[config.mk]
export PLATFORM = sky130hd
export DESIGN_NAME = i2c_cmd_master
export DESIGN_NICKNAME = d
export VERILOG_FILES = /design/src/rtl/i2c_cmd_pkg.sv /design/src/rtl/i2c_cmd_dp.sv /design/src/rtl/i2c_cmd_ctrl.sv /design/src/rtl/i2c_cmd_master.sv
export SDC_FILE = /design/constraint.sdc
export NUM_CORES = 1
export LEC_CHECK = 0
export BUFFER_PORTS_ARGS = -buffer_cell sky130_fd_sc_hd__buf_2
export CAP_MARGIN = 5
export CORE_MARGIN = 10
export CORE_UTILIZATION = 45
export DETAILED_ROUTE_END_ITERATION = 7
export PLACE_DENSITY = 0.61
export SETUP_SLACK_MARGIN = 0.02
export SLEW_MARGIN = 10
export SYNTH_ARGS = -nofsm -noshare
export SYNTH_HDL_FRONTEND = slang
export SYNTH_SLANG_ARGS = --single-unit
[constraint.sdc]
create_clock -name clk -period 3.1 [get_ports clk]
set_input_delay 0.31 -clock clk [delete_from_list [all_inputs] [get_ports clk]]
set_output_delay 0.31 -clock clk [all_outputs]
set_load 0.01 [all_outputs]
[src/rtl/i2c_cmd_pkg.sv]
package i2c_cmd_pkg;

  typedef enum logic [1:0] {
    CMD_NONE  = 2'd0,
    CMD_START = 2'd1,
    CMD_CONT  = 2'd2,
    CMD_STOP  = 2'd3
  } cmd_e;

  typedef enum logic [2:0] {
    ST_IDLE    = 3'd0,
    ST_RXRDY   = 3'd1,
    ST_TXRDY   = 3'd2,
    ST_ADDRNAK = 3'd3,
    ST_DATANAK = 3'd4
  } code_e;

  // strobes from control to datapath, one cycle each
  typedef struct packed {
    logic       doStart;
    logic       doStop;
    logic       doWrite;
    logic       doRead;
    logic       doAck;
    logic       ackVal;
    logic [7:0] wrByte;
  } dpOps_t;

endpackage

[src/rtl/i2c_cmd_dp.sv]
module i2c_cmd_dp
  import i2c_cmd_pkg::*;
#(
  parameter int DIV_W = 8
) (
  input  logic             clk,
  input  logic             rstN,
  input  dpOps_t           ops,
  input  logic [DIV_W-1:0] sclLowCnt,
  input  logic [DIV_W-1:0] sclHighCnt,
  input  logic             sclIn,
  input  logic             sdaIn,
  output logic             sclDrvLow,
  output logic             sdaDrvLow,
  output logic             opDone,
  output logic [7:0]       rxShift
);

  localparam int FRAME_BITS = 9;
  localparam int BITS_W     = $clog2(FRAME_BITS + 1);

  typedef enum logic [3:0] {
    DP_IDLE, DP_S1, DP_S2, DP_S3, DP_P1, DP_P2, DP_P3, DP_BLO, DP_BHI
  } dpState_e;

  dpState_e               dpState;
  logic [DIV_W-1:0]       cnt;
  logic [FRAME_BITS-1:0]  txShift;
  logic [BITS_W-1:0]      bitsLeft;
  logic                   cntZero;

  assign cntZero = (cnt == '0);

  always_ff @(posedge clk or negedge rstN) begin
    if (!rstN) begin
      dpState   <= DP_IDLE;
      cnt       <= '0;
      txShift   <= '1;
      bitsLeft  <= '0;
      rxShift   <= '0;
      sclDrvLow <= 1'b0;
      sdaDrvLow <= 1'b0;
      opDone    <= 1'b0;
    end else begin
      opDone <= 1'b0;
      unique case (dpState)
        DP_IDLE: begin
          if (ops.doStart) begin
            dpState   <= DP_S1;
            sclDrvLow <= 1'b1;
            sdaDrvLow <= 1'b0;
            cnt       <= sclLowCnt;
          end else if (ops.doStop) begin
            dpState   <= DP_P1;
            sclDrvLow <= 1'b1;
            sdaDrvLow <= 1'b1;
            cnt       <= sclLowCnt;
          end else if (ops.doWrite) begin
            dpState   <= DP_BLO;
            txShift   <= {ops.wrByte, 1'b1};
            bitsLeft  <= BITS_W'(FRAME_BITS);
            sclDrvLow <= 1'b1;
            sdaDrvLow <= ~ops.wrByte[7];
            cnt       <= sclLowCnt;
          end else if (ops.doRead) begin
            dpState   <= DP_BLO;
            txShift   <= '1;
            bitsLeft  <= BITS_W'(FRAME_BITS - 1);
            sclDrvLow <= 1'b1;
            sdaDrvLow <= 1'b0;
            cnt       <= sclLowCnt;
          end else if (ops.doAck) begin
            dpState   <= DP_BLO;
            txShift   <= {ops.ackVal, {(FRAME_BITS-1){1'b1}}};
            bitsLeft  <= BITS_W'(1);
            sclDrvLow <= 1'b1;
            sdaDrvLow <= ~ops.ackVal;
            cnt       <= sclLowCnt;
          end
        end
        DP_S1: begin
          if (cntZero) begin
            dpState   <= DP_S2;
            sclDrvLow <= 1'b0;
            cnt       <= sclHighCnt;
          end else cnt <= cnt - 1'b1;
        end
        DP_S2: begin
          if (sclIn) begin
            if (cntZero) begin
              dpState   <= DP_S3;
              sdaDrvLow <= 1'b1;
              cnt       <= sclHighCnt;
            end else cnt <= cnt - 1'b1;
          end
        end
        DP_S3: begin
          if (cntZero) begin
            dpState   <= DP_IDLE;
            sclDrvLow <= 1'b1;
            opDone    <= 1'b1;
          end else cnt <= cnt - 1'b1;
        end
        DP_P1: begin
          if (cntZero) begin
            dpState   <= DP_P2;
            sclDrvLow <= 1'b0;
            cnt       <= sclHighCnt;
          end else cnt <= cnt - 1'b1;
        end
        DP_P2: begin
          if (sclIn) begin
            if (cntZero) begin
              dpState   <= DP_P3;
              sdaDrvLow <= 1'b0;
              cnt       <= sclHighCnt;
            end else cnt <= cnt - 1'b1;
          end
        end
        DP_P3: begin
          if (cntZero) begin
            dpState <= DP_IDLE;
            opDone  <= 1'b1;
          end else cnt <= cnt - 1'b1;
        end
        DP_BLO: begin
          if (cntZero) begin
            dpState   <= DP_BHI;
            sclDrvLow <= 1'b0;
            cnt       <= sclHighCnt;
          end else cnt <= cnt - 1'b1;
        end
        DP_BHI: begin
          if (sclIn) begin
            if (cntZero) begin
              rxShift   <= {rxShift[6:0], sdaIn};
              txShift   <= {txShift[FRAME_BITS-2:0], 1'b1};
              bitsLeft  <= bitsLeft - 1'b1;
              sclDrvLow <= 1'b1;
              if (bitsLeft == BITS_W'(1)) begin
                dpState <= DP_IDLE;
                opDone  <= 1'b1;
              end else begin
                dpState   <= DP_BLO;
                sdaDrvLow <= ~txShift[FRAME_BITS-2];
                cnt       <= sclLowCnt;
              end
            end else cnt <= cnt - 1'b1;
          end
        end
        default: dpState <= DP_IDLE;
      endcase
    end
  end

  // a new operation may only be requested while the bit engine is idle
  a_r7_op_only_when_idle: assert property (@(posedge clk) disable iff (!rstN)
    (ops.doStart || ops.doStop || ops.doWrite || ops.doRead || ops.doAck) |-> (dpState == DP_IDLE));

  a_r7_single_op: assert property (@(posedge clk) disable iff (!rstN)
    $onehot0({ops.doStart, ops.doStop, ops.doWrite, ops.doRead, ops.doAck}));

  // SDA must not move while SCL is released inside a byte (R10 timing frame)
  a_r10_sda_stable_high: assert property (@(posedge clk) disable iff (!rstN)
    (dpState == DP_BHI && $past(dpState) == DP_BHI) |-> $stable(sdaDrvLow));

endmodule

[src/rtl/i2c_cmd_ctrl.sv]
module i2c_cmd_ctrl
  import i2c_cmd_pkg::*;
(
  input  logic       clk,
  input  logic       rstN,
  input  logic       cmdValid,
  input  logic [1:0] cmdCode,
  input  logic [7:0] cmdData,
  input  logic       opDone,
  input  logic [7:0] rxShift,
  output dpOps_t     ops,
  output logic [2:0] stateCode,
  output logic       pending,
  output logic       dmaReq,
  output logic       cmdErr,
  output logic [7:0] rxByte
);

  typedef enum logic [2:0] {
    SQ_WAIT, SQ_ACK, SQ_START, SQ_ADDR, SQ_WDATA, SQ_READ, SQ_STOP
  } seq_e;

  seq_e  seq;
  code_e code;
  cmd_e  savedCmd;
  cmd_e  cmdIn;
  logic [7:0] addrByte;
  logic  legalCmd;

  assign cmdIn = cmd_e'(cmdCode);

  always_comb begin
    unique case (cmdIn)
      CMD_START: legalCmd = 1'b1;
      CMD_CONT:  legalCmd = (code == ST_RXRDY) || (code == ST_TXRDY);
      CMD_STOP:  legalCmd = (code != ST_IDLE);
      default:   legalCmd = 1'b0;
    endcase
  end

  always_ff @(posedge clk or negedge rstN) begin
    if (!rstN) begin
      seq      <= SQ_WAIT;
      code     <= ST_IDLE;
      savedCmd <= CMD_NONE;
      addrByte <= '0;
      ops      <= '0;
      cmdErr   <= 1'b0;
      rxByte   <= '0;
    end else begin
      ops <= '0;
      if (seq == SQ_WAIT) begin
        if (cmdValid) begin
          if (!legalCmd) begin
            cmdErr <= 1'b1;
          end else if (code == ST_RXRDY) begin
            // decide the acknowledge of the held byte first
            seq        <= SQ_ACK;
            savedCmd   <= cmdIn;
            ops.doAck  <= 1'b1;
            ops.ackVal <= (cmdIn != CMD_CONT);
            if (cmdIn == CMD_START) addrByte <= cmdData;
          end else if (cmdIn == CMD_START) begin
            seq         <= SQ_START;
            addrByte    <= cmdData;
            ops.doStart <= 1'b1;
          end else if (cmdIn == CMD_CONT) begin
            seq         <= SQ_WDATA;
            ops.doWrite <= 1'b1;
            ops.wrByte  <= cmdData;
          end else begin
            seq        <= SQ_STOP;
            ops.doStop <= 1'b1;
          end
        end
      end else begin
        if (cmdValid) cmdErr <= 1'b1;
        if (opDone) begin
          unique case (seq)
            SQ_ACK: begin
              if (savedCmd == CMD_CONT) begin
                seq        <= SQ_READ;
                ops.doRead <= 1'b1;
              end else if (savedCmd == CMD_START) begin
                seq         <= SQ_START;
                ops.doStart <= 1'b1;
              end else begin
                seq        <= SQ_STOP;
                ops.doStop <= 1'b1;
              end
            end
            SQ_START: begin
              seq         <= SQ_ADDR;
              ops.doWrite <= 1'b1;
              ops.wrByte  <= addrByte;
            end
            SQ_ADDR: begin
              if (rxShift[0]) begin
                seq  <= SQ_WAIT;
                code <= ST_ADDRNAK;
              end else if (addrByte[0]) begin
                seq        <= SQ_READ;
                ops.doRead <= 1'b1;
              end else begin
                seq  <= SQ_WAIT;
                code <= ST_TXRDY;
              end
            end
            SQ_WDATA: begin
              seq  <= SQ_WAIT;
              code <= rxShift[0] ? ST_DATANAK : ST_TXRDY;
            end
            SQ_READ: begin
              seq    <= SQ_WAIT;
              code   <= ST_RXRDY;
              rxByte <= rxShift;
            end
            SQ_STOP: begin
              seq  <= SQ_WAIT;
              code <= ST_IDLE;
            end
            default: seq <= SQ_WAIT;
          endcase
        end
      end
    end
  end

  assign stateCode = code;
  assign pending   = (seq == SQ_WAIT);
  assign dmaReq    = pending && ((code == ST_RXRDY) || (code == ST_TXRDY));

  a_r9_err_sticky: assert property (@(posedge clk) disable iff (!rstN)
    cmdErr |=> cmdErr);

  a_r7_pending_drop: assert property (@(posedge clk) disable iff (!rstN)
    (pending && cmdValid && legalCmd) |=> !pending);

  a_r4_addr_nak_code: assert property (@(posedge clk) disable iff (!rstN)
    (seq == SQ_ADDR && opDone && rxShift[0]) |=> (pending && stateCode == 3'd3));

  a_r6_dma_with_pending: assert property (@(posedge clk) disable iff (!rstN)
    $rose(dmaReq) |-> $rose(pending));

  a_r5_code_range: assert property (@(posedge clk) disable iff (!rstN)
    stateCode <= 3'd4);

endmodule

[src/rtl/i2c_cmd_master.sv]
module i2c_cmd_master
  import i2c_cmd_pkg::*;
#(
  parameter int DIV_W = 8
) (
  input  logic             clk,
  input  logic             rstN,
  input  logic [DIV_W-1:0] sclLowCnt,
  input  logic [DIV_W-1:0] sclHighCnt,
  input  logic             cmdValid,
  input  logic [1:0]       cmdCode,
  input  logic [7:0]       cmdData,
  output logic [2:0]       stateCode,
  output logic             pending,
  output logic             dmaReq,
  output logic             cmdErr,
  output logic [7:0]       rxByte,
  input  logic             sclIn,
  input  logic             sdaIn,
  output logic             sclDrive,
  output logic             sdaDrive
);

  dpOps_t     ops;
  logic       opDone;
  logic [7:0] rxShift;

  i2c_cmd_ctrl u_ctrl (
    .clk       (clk),
    .rstN      (rstN),
    .cmdValid  (cmdValid),
    .cmdCode   (cmdCode),
    .cmdData   (cmdData),
    .opDone    (opDone),
    .rxShift   (rxShift),
    .ops       (ops),
    .stateCode (stateCode),
    .pending   (pending),
    .dmaReq    (dmaReq),
    .cmdErr    (cmdErr),
    .rxByte    (rxByte)
  );

  i2c_cmd_dp #(.DIV_W(DIV_W)) u_dp (
    .clk        (clk),
    .rstN       (rstN),
    .ops        (ops),
    .sclLowCnt  (sclLowCnt),
    .sclHighCnt (sclHighCnt),
    .sclIn      (sclIn),
    .sdaIn      (sdaIn),
    .sclDrvLow  (sclDrive),
    .sdaDrvLow  (sdaDrive),
    .opDone     (opDone),
    .rxShift    (rxShift)
  );

endmodule

# Word level (Yosys, flattened, before mapping)
# Cells that the tools add are included.
word_totals:
  reg_bits: 74
  in_bits: 31
  out_inout_bits: 16
  wordCells: 221
op_classes:
  n_addsub: 2
  eq_ne: 46
  mux: 121
  n_bitwise: 4
  n_reduce_logical: 27
ops:
  columns: ["op", "count"]
  rows:
  - ["8-bit 2-to-1 mux", 24]
  - ["4-bit 2-to-1 mux", 23]
  - ["3-bit 2-to-1 mux", 18]
  - ["8-bit one-hot mux with 5 select lines", 1]
  - ["1-bit 2-to-1 mux", 37]
  - ["4-bit one-hot mux with 8 select lines", 1]
  - ["2-bit inequality test, second input constant", 11]
  - ["10-bit 2-to-1 mux", 2]
  - ["2-bit by 1-bit inequality test with 1-bit output, second input constant", 9]
  - ["4-bit by 3-bit == test with 1-bit output, second input constant", 4]
  - ["8-bit one-hot mux with 2 select lines", 1]
  - ["4-bit AND reduction", 4]
  - ["2-bit 2-to-1 mux", 6]
  - ["3-bit one-hot mux with 4 select lines", 1]
  - ["6-bit AND reduction", 2]
  - ["4-bit nonzero test", 3]
  - ["11-bit AND reduction", 1]
  - ["3-bit by 2-bit == test with 1-bit output, second input constant", 3]
  - ["3-bit == test, second input constant", 3]
  - ["3-bit one-hot mux with 3 select lines", 1]
  - ["3-bit AND reduction", 3]
  - ["9-bit AND reduction", 1]
  - ["4-bit by 1-bit == test with 1-bit output, second input constant", 2]
  - ["4-bit by 2-bit == test with 1-bit output, second input constant", 2]
  - ["other kinds (26)", 37]

# Depth between registers and ports, before layout
# Gate-level depths: netlist (run 1).
logic_depth:
  depth_word: 7
  mapped_depth: 9
  ltp_nobuf: 8

# Hierarchy
# From an unflattened synthesis (run 1), not the netlist that was laid out.
unflattened:
  hier_cells: 396
  hier_area_um2: 4142.7
by_module_without_submodules:
  columns: ["module", "instances", "cells_per_inst", "area_each_um2", "seq_area_each_um2"]
  rows:
  - ["i2c_cmd_dp", 1, 255, 2322.2, 859.6]
  - ["i2c_cmd_ctrl", 1, 141, 1820.5, 975.9]

# Worst setup path before layout (run 1)
# No wires, ideal clock.
synth_path:
  path_type: "reg2reg"
  from: "register u_dp.dpState[0]"
  to: "register u_dp.sdaDrvLow"
  setup_time_ps: 128
  arrival_time_ps: 2030
  required_ps: 2972
  slack_ps: 942
  path_stages_with_launch: 8
  path_buffers: 2
  period_less_slack_ps: 2158
  cell_sequence: "dfrtp_1 buf_6 or3_1 buf_2 or4_4 nand2b_1 o211ai_1 mux2_1"
synth_between:
  elab_chain_len: 3
synth_rtl:
  columns: ["item", "line", "text"]
  rows:
  - ["start: declaration", "i2c_cmd_dp.sv:26", "dpState_e dpState;"]
  - ["start signal: assignment", "i2c_cmd_dp.sv:36", "dpState <= DP_IDLE;"]
  - ["start signal: assignment", "i2c_cmd_dp.sv:49", "dpState <= DP_S1;"]
  - ["start signal: assignment", "i2c_cmd_dp.sv:54", "dpState <= DP_P1;"]
  - ["4-bit logical NOT (tied with other cells)", "i2c_cmd_dp.sv:46", "unique case (dpState)"]
  - ["6-bit inequality test (no line) (tied with other cells)", null, null]
  - ["9-bit AND reduction (no line)", null, null]
  - ["end signal: assignment", "i2c_cmd_dp.sv:63", "sdaDrvLow <= ~ops.wrByte[7];"]
  - ["end signal: assignment", "i2c_cmd_dp.sv:77", "sdaDrvLow <= ~ops.ackVal;"]
  - ["end signal: assignment", "i2c_cmd_dp.sv:145", "sdaDrvLow <= ~txShift[FRAME_BITS-2];"]
  - ["end: declaration", "i2c_cmd_dp.sv:14", "output logic sdaDrvLow,"]
# Several ways; a longest one is shown, not always the timed one.
# A chain may end at the register's enable or synchronous reset.

# Final worst setup path (run 1)
layout_path:
  from: "register u_dp.dpState[3]"
  to: "register u_dp.txShift[7]"
layout_between:
  elab_chain_len: 3
layout_rtl:
  columns: ["item", "line", "text"]
  rows:
  - ["4-bit logical NOT / 4-bit == test (equally long branches)", "i2c_cmd_dp.sv:46", null]
  - ["4-bit inequality test (no line) (tied with other cells)", null, null]
  - ["6-bit AND reduction (no line)", null, null]
  - ["end signal: assignment", "i2c_cmd_dp.sv:60", "txShift <= {ops.wrByte, 1'b1};"]
  - ["end signal: assignment", "i2c_cmd_dp.sv:74", "txShift <= {ops.ackVal, {(FRAME_BITS-1){1'b1}}};"]
  - ["end signal: assignment", "i2c_cmd_dp.sv:137", "txShift <= {txShift[FRAME_BITS-2:0], 1'b1};"]
  - ["end: declaration", "i2c_cmd_dp.sv:28", "logic [FRAME_BITS-1:0] txShift;"]
# Several ways; a longest one is shown, not always the timed one.

==> results of run 1 <==
==> metrics by stage <==
step           hold WS, ps  util, %  power, mW  area [um2]
3_5_place_dp           451     50.0       2.59        4320
2_1_floorplan         14.4        -       2.27        3950
6_report               166     52.2       3.29        4510
4_1_cts                172     52.2       3.31        4510
5_1_grt                172     52.2       3.56        4510
3_3_place_gp           445     50.0       2.58        4320
==> cells by family after synthesis <==
kind of cell / Yosys count / synth area share (%)
buffers and inverters: 37 / 3.89
flip-flops: 73 / 46.5
XOR/XNOR: 3 / 0.665
AND/OR/NAND/NOR: 125 / 17.2
AO/OA/AOI/OAI: 116 / 19.9
adder cells (fa/ha/maj): 10 / 3.17
multiplexers: 31 / 8.71
==> Yosys cell counts, types with 3 or more instances <==
cell type,instances
dfrtp_1,66
nand2_1,32
nor2_1,26
a21oi_1,24
mux2_2,23
o21ai_0,23
clkbuf_1,16
inv_1,14
nor3_1,12
a22o_1,11
o21ai_1,11
ha_1,10
dfstp_2,7
nand2b_1,7
nand3_1,7
a221oi_1,6
nand3b_1,6
or3_1,6
a31oi_1,5
nor2b_1,5
o31ai_1,5
mux2_1,4
mux2i_1,4
nor3b_1,4
a211oi_1,3
a21o_1,3
and3_1,3
buf_2,3
nand4b_1,3
o22ai_1,3
o2bb2ai_1,3
==> layout make-up <==
cell class	count	area [um2]	area share (%)
Multi-Input combinational cell	285	1960	43.5
Sequential cell	73	1840	40.7
Timing Repair Buffer	59	328	7.27
Tap cell	108	135	3.00
Clock buffer	9	124	2.75
Clock inverter	7	62.6	1.39
Inverter	16	60.1	1.33
==> routing by layer <==
layer  up-vias  part of all wire [%]
li1       1551                     -
met1      1524                    48
met2        69                    46
met3         6                   4.7
met4         0                  0.85
met5         -                     0
==> critical path, cell delays in order, from the launching register on <==
cell	delay (ps)
dfrtp_1	550
buf_4	260
or4_4	580
o21ai_2	510
buf_4	260
nor2_1	50
a21oi_1	130
==> final timing paths <==
kind                            startpoint  slack, ps                to
max                        u_dp.dpState[3]        700   u_dp.txShift[7]
min                                   rstN        170       u_dp.cnt[4]
max reg2reg                u_dp.dpState[3]        700   u_dp.txShift[7]
min reg2reg                  u_ctrl.cmdErr        470     u_ctrl.cmdErr
max in group asynchronous             rstN       2350  u_dp.bitsLeft[2]
min in group clk                cmdData[6]        190     u_ctrl.ops[6]
==> sequential cells by signal, summed over array words and instances (netlist names), 2 cells and up <==
signal	flops
u_ctrl.addrByte	8
u_ctrl.ops	14
u_ctrl.rxByte	8
u_ctrl.savedCmd	2
u_ctrl.seq	3
u_ctrl.stateCode	3
u_dp.bitsLeft	4
u_dp.cnt	8
u_dp.dpState	4
u_dp.rxShift	8
u_dp.txShift	7
==> report_power, final <==
part	internal, mW	leakage (nW)	switching [mW]
clock network	0.306	0.0923	0.400
logic	0.538	1.05	0.734
registers	1.12	0.925	0.193
total	1.96	2.07	1.33
==> flow_metrics.env, run 1 <==
export IMPL_postCtsSetupRepairBufs=0
export IMPL_n_antenna_cell=0
export IMPL_ys_seq_area_share_pct=46.5
export IMPL_yosys_top_cells_area="dfrtp_1, mux2_2, dfstp_2"
export IMPL_die_w_um=114
export IMPL_synthDominantCellAreaShare_pct=41.8
export IMPL_cts_resized_gates=0
export IMPL_first_global_vias=3202
export IMPL_cts_tree="yes"
export IMPL_finalSetupTns_ps=0
export IMPL_fin_ws_ps=696
export IMPL_finalWirelength_um=8550
export IMPL_drive_above_1_share_pct=26.3
export IMPL_final_fill_count=807
export IMPL_cts_sinks=73
export IMPL_grt_ovfl_total=0
export IMPL_synthArstFlopShare_pct=100
export IMPL_max_cap_viol_count=0
export IMPL_required_ps=3370
export IMPL_die_h_um=114
export IMPL_io_buffer_count=46
export IMPL_synth_edf_count=0
export IMPL_skew_ps=11.7
export IMPL_fp_row_count=34
export IMPL_hold_buffers=0
export IMPL_ys_types=61
export IMPL_grt_met3_usage_pct=4.15
export IMPL_synth_area_leader_cell="dfrtp_1"
export IMPL_num_nets_final=485
export IMPL_worstPathMaxFanout=16
export IMPL_gp_congestion=0.851
export IMPL_dieArea_mm2=0.0129
export IMPL_vias_per_cell=5.66
export IMPL_report_final_slew_viol_count=0
export IMPL_syn_area_mm2=0.00395
export IMPL_final_cell_mix="dfrtp_1, buf_2, nand2_1, nor2_1, a21oi_1"
export IMPL_status="finished clean"
export IMPL_ys_ff_latch=73
export IMPL_area_delta_synth_final_pct=14.1
export IMPL_num_vias=3150
export IMPL_cts_buffers_inserted=9
export IMPL_setup_viol=0
export IMPL_hold_viol=0
export IMPL_grt_use_total_pct=13.8
export IMPL_slew_headroom_pct=33.4
export IMPL_fin_crit_sh_pct=77.5
export IMPL_hold_class="input pin to asynchronous set/reset pin"
export IMPL_io_pins=47
export IMPL_max_freq_mhz=416
export IMPL_grt_pass1_wl_um=15100
export IMPL_worst_slew_pin_slew_ps=991
export IMPL_peakVddDrop_uv=301
export IMPL_p_leak_nw=2.07
export IMPL_p_per_area_mw_per_mm2=729
export IMPL_htreeDepth=3
export IMPL_antenna_found_initial=0
export IMPL_avgSynthCellArea_um2=10.0
export IMPL_crit_path_start_kind="flip-flop"
export IMPL_yosys_most_used_dff="dfrtp_1"
export IMPL_wl_per_cell_um=15.3
export IMPL_yosys_warnings=0
export IMPL_dp_cells=541
export IMPL_netlist_instances=395
export IMPL_coreArea_mm2=0.00864
export IMPL_clk_latency_ps=340
export IMPL_hpwlAfterDp_um=6180
export IMPL_dp_slack_ps=729
export IMPL_drt_iter0_drc=188
export IMPL_grt_busiest_layer="met2"
export IMPL_syn_nets=436
export IMPL_clockBufferDepth=2
export IMPL_stdcell_count=557
export IMPL_r2r_cells=6
export IMPL_met2_usage_pct=21.3
export IMPL_arrival_ps=2670
export IMPL_grt_max_degree=74
export IMPL_root_buffer="clkbuf_8"
export IMPL_firstDrtPassIters=4
export IMPL_min_period_ps=2400
export IMPL_drc_errors=0
export IMPL_clk_pin_slew_ps=90
export IMPL_end_kind="flip-flop"
export IMPL_met1_usage_pct=18.4
export IMPL_worstSetupPathType="flip-flop to flip-flop"
export IMPL_layout_commonest_cell="dfrtp_1"
export IMPL_rsz0062_at_grt="no"
export IMPL_ant_nets=0
export IMPL_initial_core_util_pct=45.8
Power figures use the tool's default switching activity.
==> run 2: changes to the inputs <==
Settings changed: ABC_AREA from default to 1, PLACE_DENSITY 0.61 to 0.64.
Clock period 3.1 ns to 2 ns, I/O delays scaled along.
==> flow_metrics.env, run 2 <==
export IMPL_status="finished clean"
export IMPL_hpwlAfterDp_um=6660
export IMPL_final_fill_count=873
export IMPL_hold_class="input pin to flip-flop"
export IMPL_p_leak_nw=2.37
export IMPL_multi_input_area_mm2=0.00186
export IMPL_intPower_mw=3.66
export IMPL_wl_per_cell_um=13.2
export IMPL_report_final_slew_viol_count=0
export IMPL_dp_slack_ps=129
export IMPL_avgSynthCellArea_um2=7.71
export IMPL_synthArstFlopShare_pct=100
export IMPL_layout_commonest_cell="nand2_1"
export IMPL_gp_congestion=0.849
export IMPL_p_sw_mw=3.12
export IMPL_worst_slew_pin_slew_ps=480
export IMPL_clockBufferDepth=2
export IMPL_n_antenna_cell=0
export IMPL_area_delta_synth_final_pct=15.1
export IMPL_synth_most_common_cell="nand2_1"
export IMPL_largest_register_ffs=14
export IMPL_drive_above_1_share_pct=18.4
export IMPL_drt_iter0_drc=163
export IMPL_synth_area_leader_cell="dfrtp_1"
export IMPL_antenna_found_initial=0
export IMPL_finalSetupTns_ps=0
export IMPL_min_period_ps=1820
export IMPL_first_global_vias=3298
export IMPL_clk_pin_slew_ps=90
export IMPL_power_frac_comb_pct=50.5
export IMPL_clk_latency_ps=360
export IMPL_regArea_mm2=0.00184
export IMPL_fp_row_count=34
export IMPL_cts_tree="yes"
export IMPL_synthDominantCellAreaShare_pct=41.4
export IMPL_cts_sinks=73
export IMPL_coreArea_mm2=0.00868
export IMPL_finalWirelength_um=9120
export IMPL_worstPathMaxFanout=8
export IMPL_p_seq_share_pct=33.2
export IMPL_yosys_most_used_dff="dfrtp_1"
export IMPL_grt_pass1_wl_um=15600
export IMPL_end_kind="flip-flop"
export IMPL_slew_headroom_pct=67.9
export IMPL_root_buffer="clkbuf_8"
export IMPL_p_per_area_mw_per_mm2=1480
export IMPL_syn_nets=559
export IMPL_htreeDepth=3
export IMPL_firstDrtPassIters=5
export IMPL_cts_buffers_inserted=9
export IMPL_synth_edf_count=0
export IMPL_io_pins=47
export IMPL_yosys_warnings=0
export IMPL_vias_per_cell=5.02
export IMPL_hold_viol=0
export IMPL_netlist_instances=518
export IMPL_num_vias=3466
export IMPL_initial_core_util_pct=46.0
export IMPL_reg2reg_slack_ps=180
export IMPL_max_freq_mhz=550
export IMPL_die_h_um=114
export IMPL_skew_ps=13.0
export IMPL_ys_seq_area_share_pct=46.0
export IMPL_required_ps=2280
export IMPL_max_cap_viol_count=0
export IMPL_fin_crit_sh_pct=90.9
export IMPL_arrival_ps=2100
export IMPL_drc_errors=0
export IMPL_final_cell_mix="nand2_1, dfrtp_1, inv_1, o21ai_0, nand3_1"
export IMPL_num_nets_final=619
export IMPL_ys_types=37
export IMPL_grt_max_degree=74
export IMPL_rsz0062_at_grt="yes"
export IMPL_synth_common_cells="nand2_1, dfrtp_1, inv_1"
export IMPL_syn_area_mm2=0.00399
export IMPL_die_w_um=114
export IMPL_grt_use_total_pct=14.4
export IMPL_pwr_share_clk_pct=16.3
export IMPL_crit_path_start_kind="flip-flop"
export IMPL_fin_ws_ps=183
export IMPL_peakVddDrop_uv=485
export IMPL_dieArea_mm2=0.0130
export IMPL_io_buffer_count=46
export IMPL_setup_viol=0
export IMPL_switching_share_pct=46.0
export IMPL_ant_nets=0
export IMPL_grt_ovfl_total=0
export IMPL_worstSetupPathType="flip-flop to flip-flop"
export IMPL_top_register="u_ctrl.ops"
export IMPL_yosys_top_cells_area="dfrtp_1, nand2_1, o21ai_0"
export IMPL_ys_ff_latch=73
==> run 2: cell types whose count changed after synthesis, sizes merged, moves of 7 or more <==
| cell | before | now |
|---|---|---|
| o32ai | 1 | 8 |
| nand2b | 7 | 0 |
| a22o | 11 | 0 |
| nor3 | 14 | 3 |
| inv | 16 | 63 |
| nand2 | 32 | 179 |
| a21oi | 24 | 8 |
| a221oi | 7 | 0 |
| nor2 | 26 | 38 |
| nand3 | 7 | 48 |
| clkbuf | 16 | 3 |
| mux2 | 27 | 1 |
| o21ai | 35 | 55 |
==> run 2: repair_timing <==
action | 4_1_cts | 5_1_grt
setup buffers | 0 | 5
endpoints found under the hold margin | 66 | 0
gates resized for setup | 0 | 2
setup endpoints to repair | 0 | 11
hold buffers | 1 | 0
==> run 2: power by group through the flow <==
stage	Combinational (mW)	Sequential, mW	Clock [mW]
2_1_floorplan	2.54	2.21	0
3_3_place_gp	3.27	2.27	0
3_5_place_dp	3.32	2.27	0
4_1_cts	3.33	2.25	1.13
5_1_grt	3.96	2.31	1.19
6_report	3.43	2.25	1.11
==> run 2: area by class of cell <==
type,count,share of cell area [%]
clock buffers,10,2.99
clock inverters,6,1.09
inverters,64,5.28
multi-input cells,372,40.5
flip-flops and latches,73,39.9
well taps,108,2.94
repair buffers,58,7.30
==> run 2: cells by family (layout without fill, tap and decap cells) <==
| logic type | after synthesis | count (layout) | synth area share (%) |
|---|---|---|---|
| xor+xnor | 5 | 5 | 1.10 |
| compound gates | 81 | 81 | 12.3 |
| fa+ha+maj | 10 | 10 | 3.13 |
| buf+inv | 73 | 138 | 7.49 |
| mux | 1 | 1 | 0.282 |
| simple gates | 275 | 275 | 29.8 |
| flops | 73 | 73 | 46.0 |
==> run 2: path summary, 6_finish.rpt <==
| check | cells past startpoint | to | startpoint |
|---|---|---|---|
| setup / recovery | 9 | u_dp.txShift[6] | u_dp.cnt[0] |
| setup reg to reg | 9 | u_dp.txShift[6] | u_dp.cnt[0] |
| min in group asynchronous | 3 | u_dp.dpState[0] | rstN |
| hold / removal | 3 | u_ctrl.addrByte[2] | cmdData[2] |
| max in group asynchronous | 3 | u_ctrl.stateCode[1] | rstN |
| hold reg to reg | 1 | u_ctrl.cmdErr | u_ctrl.cmdErr |
==> run 2: stage by stage <==
stage / utilization (%) / total power, mW / cell area (um2) / std cells / hold WS [ps]
2_1_floorplan: - / 4.75 / 3990 / 518 / -95.6
3_3_place_gp: 50.2 / 5.53 / 4360 / 669 / 260
3_5_place_dp: 50.2 / 5.59 / 4360 / 669 / 262
4_1_cts: 52.5 / 6.71 / 4560 / 686 / 50.6
5_1_grt: 53.0 / 7.46 / 4600 / 691 / 79.5
6_report: 53.0 / 6.79 / 4600 / 691 / 58.9
==> run 2: critical path, stage by stage (launching register included) <==
cell and delay [ps]:
dfrtp_1 380, inv_1 180, ha_1 180, nand2_1 100
nor2_4 230, nand2_4 100, a21oi_4 270, buf_4 170
nand2_1 50, o21ai_0 80
==> run 2: routing by layer <==
layer	global-route usage (%)	up-vias	wire, um
met4	6.02	0	120
met1	19.1	1588	4490
li1	-	1793	-
met3	3.14	13	453
met2	22.3	72	4060
met5	0	-	0
==> run 3: changes to the inputs <==
Settings changed: CORE_UTILIZATION 45 to 53, PLACE_DENSITY 0.64 to 0.73, REMOVE_ABC_BUFFERS from default to 1.
==> flow_metrics.env, run 3 (same netlist as run 2, synthesis figures left out) <==
export IMPL_cts_buffers_inserted=9
export IMPL_worst_slew_pin_slew_ps=545
export IMPL_dieArea_mm2=0.0114
export IMPL_rsz0062_at_grt="no"
export IMPL_largest_register_ffs=14
export IMPL_peakVddDrop_uv=517
export IMPL_layout_commonest_cell="nand2_1"
export IMPL_p_per_area_mw_per_mm2=1500
export IMPL_reg2reg_slack_ps=220
export IMPL_ant_nets=0
export IMPL_top_register="u_ctrl.ops"
export IMPL_die_h_um=107
export IMPL_setup_viol=0
export IMPL_cts_sinks=73
export IMPL_placed_area_mm2=0.00435
export IMPL_antenna_found_initial=0
export IMPL_hold_viol=0
export IMPL_final_cell_mix="nand2_1, dfrtp_1, inv_1, o21ai_0, nand3_1"
export IMPL_n_antenna_cell=0
export IMPL_dp_slack_ps=106
export IMPL_io_pins=47
export IMPL_min_period_ps=1780
export IMPL_dp_cells=660
export IMPL_drive_above_1_share_pct=18.6
export IMPL_cts_tree="yes"
export IMPL_status="finished clean"
export IMPL_first_global_vias=3418
export IMPL_worstSetupPathType="flip-flop to flip-flop"
export IMPL_initial_core_util_pct=54.8
export IMPL_drc_errors=0
export IMPL_io_buffer_count=46
export IMPL_clk_pin_slew_ps=80
export IMPL_reg2reg_to="u_dp.cnt[7]"
export IMPL_grt_pass1_wl_um=15300
export IMPL_worstPathMaxFanout=19
export IMPL_hpwlAfterDp_um=6670
export IMPL_end_kind="flip-flop"
export IMPL_drt_iter0_drc=153
export IMPL_clk_latency_ps=340
export IMPL_required_ps=2280
export IMPL_finalSetupTns_ps=0
export IMPL_vias_per_cell=5.14
export IMPL_gp_congestion=0.940
export IMPL_slew_headroom_pct=63.5
export IMPL_max_cap_viol_count=0
export IMPL_num_vias=3518
export IMPL_die_w_um=107
export IMPL_critPathLaunch="u_dp.dpState[3]"
export IMPL_report_final_slew_viol_count=0
export IMPL_whs_path_depth=3
export IMPL_max_freq_mhz=561
export IMPL_finalWirelength_um=8850
export IMPL_arrival_ps=2060
export IMPL_r2r_cells=11
export IMPL_grt_use_total_pct=15.9
export IMPL_hold_end="u_ctrl.addrByte[1]"
export IMPL_grt_max_degree=40
export IMPL_root_buffer="clkbuf_8"
export IMPL_p_leak_nw=2.41
export IMPL_crit_path_start_kind="flip-flop"
export IMPL_fin_ws_ps=219
export IMPL_htreeDepth=3
export IMPL_skew_ps=7.47
export IMPL_fin_crit_sh_pct=89.1
export IMPL_clockBufferDepth=2
export IMPL_hold_start="cmdData[1]"
export IMPL_area_delta_synth_final_pct=16.7
export IMPL_wl_per_cell_um=12.9
export IMPL_r2r_start="u_dp.dpState[3]"
export IMPL_num_nets_final=622
export IMPL_hold_class="input pin to flip-flop"
export IMPL_post_route_util_pct=63.9
export IMPL_grt_ovfl_total=0
export IMPL_coreArea_mm2=0.00729
export IMPL_stdcell_count=685
export IMPL_fp_row_count=31
export IMPL_fin_area_mm2=0.00466
export IMPL_firstDrtPassIters=5
-- run 3: changes by cell type in the layout (fill, tap and decap cells not counted), sizes merged --
cell,change
bufinv,+2
clkinv,-1
buf,+3
clkinvlp,-1
-- run 3: how the worst max path moves through the flow --
stage	end	slack, ps	cells past startpoint
2_1_floorplan	u_ctrl.savedCmd[0]	300	8
3_3_place_gp	u_dp.opDone	170	6
3_5_place_dp	u_dp.txShift[1]	110	8
4_1_cts	u_dp.opDone	100	6
5_1_grt	u_dp.cnt[7]	20	11
6_report	u_dp.cnt[7]	220	11
-- run 3: timing repair --
item / in CTS / in global routing
buffers inserted: 0 / 8
hold buffers: 1 / 0
gates resized for setup: 0 / 4
hold endpoints to repair: 9 / 0
setup endpoints to repair: 0 / 30
-- run 3: stage by stage --
step | power (mW) | hold WS, ps
floorplan | 4.70 | -95.6
global placement | 5.44 | 173
detailed placement | 5.54 | 175
CTS | 6.83 | 65.0
global route | 7.66 | 78.1
finish | 6.97 | 75.6
-- run 3: worst max-delay path, cell delays in order (launching register included) --
cell,delay [ps]
dfrtp_1,460
inv_2,80
nor2_2,40
nand2_4,170
nand2_1,120
nor2_2,170
nand2_2,180
nand2_2,210
nand2_1,70
nand2_1,80
nor2_1,50
nor2_1,80
-- run 3: area by class of cell --
class                   instances  area [um2]
fillers                       677        2630
multi-input cells             372        1870
flip-flops and latches         73        1840
repair buffers                 61         370
inverters                      64         243
clock buffers                  10         128
well taps                      99         124
clock inverters                 6        90.1
-- run 3: per-layer routing --
layer,vias up,GRT usage (%),share of wire [%]
li1,1809,-,-
met1,1633,19.7,47
met2,70,26.7,48
met5,-,0,0
met3,6,4.49,4.5
met4,0,3.97,0.88
-- run 3: report_power, final --
part           switching (mW)  internal (mW)  total [mW]
clock                   0.555          0.709        1.26
sequential              0.310           1.95        2.25
combinational            2.19           1.26        3.45
total                    3.06           3.91        6.97
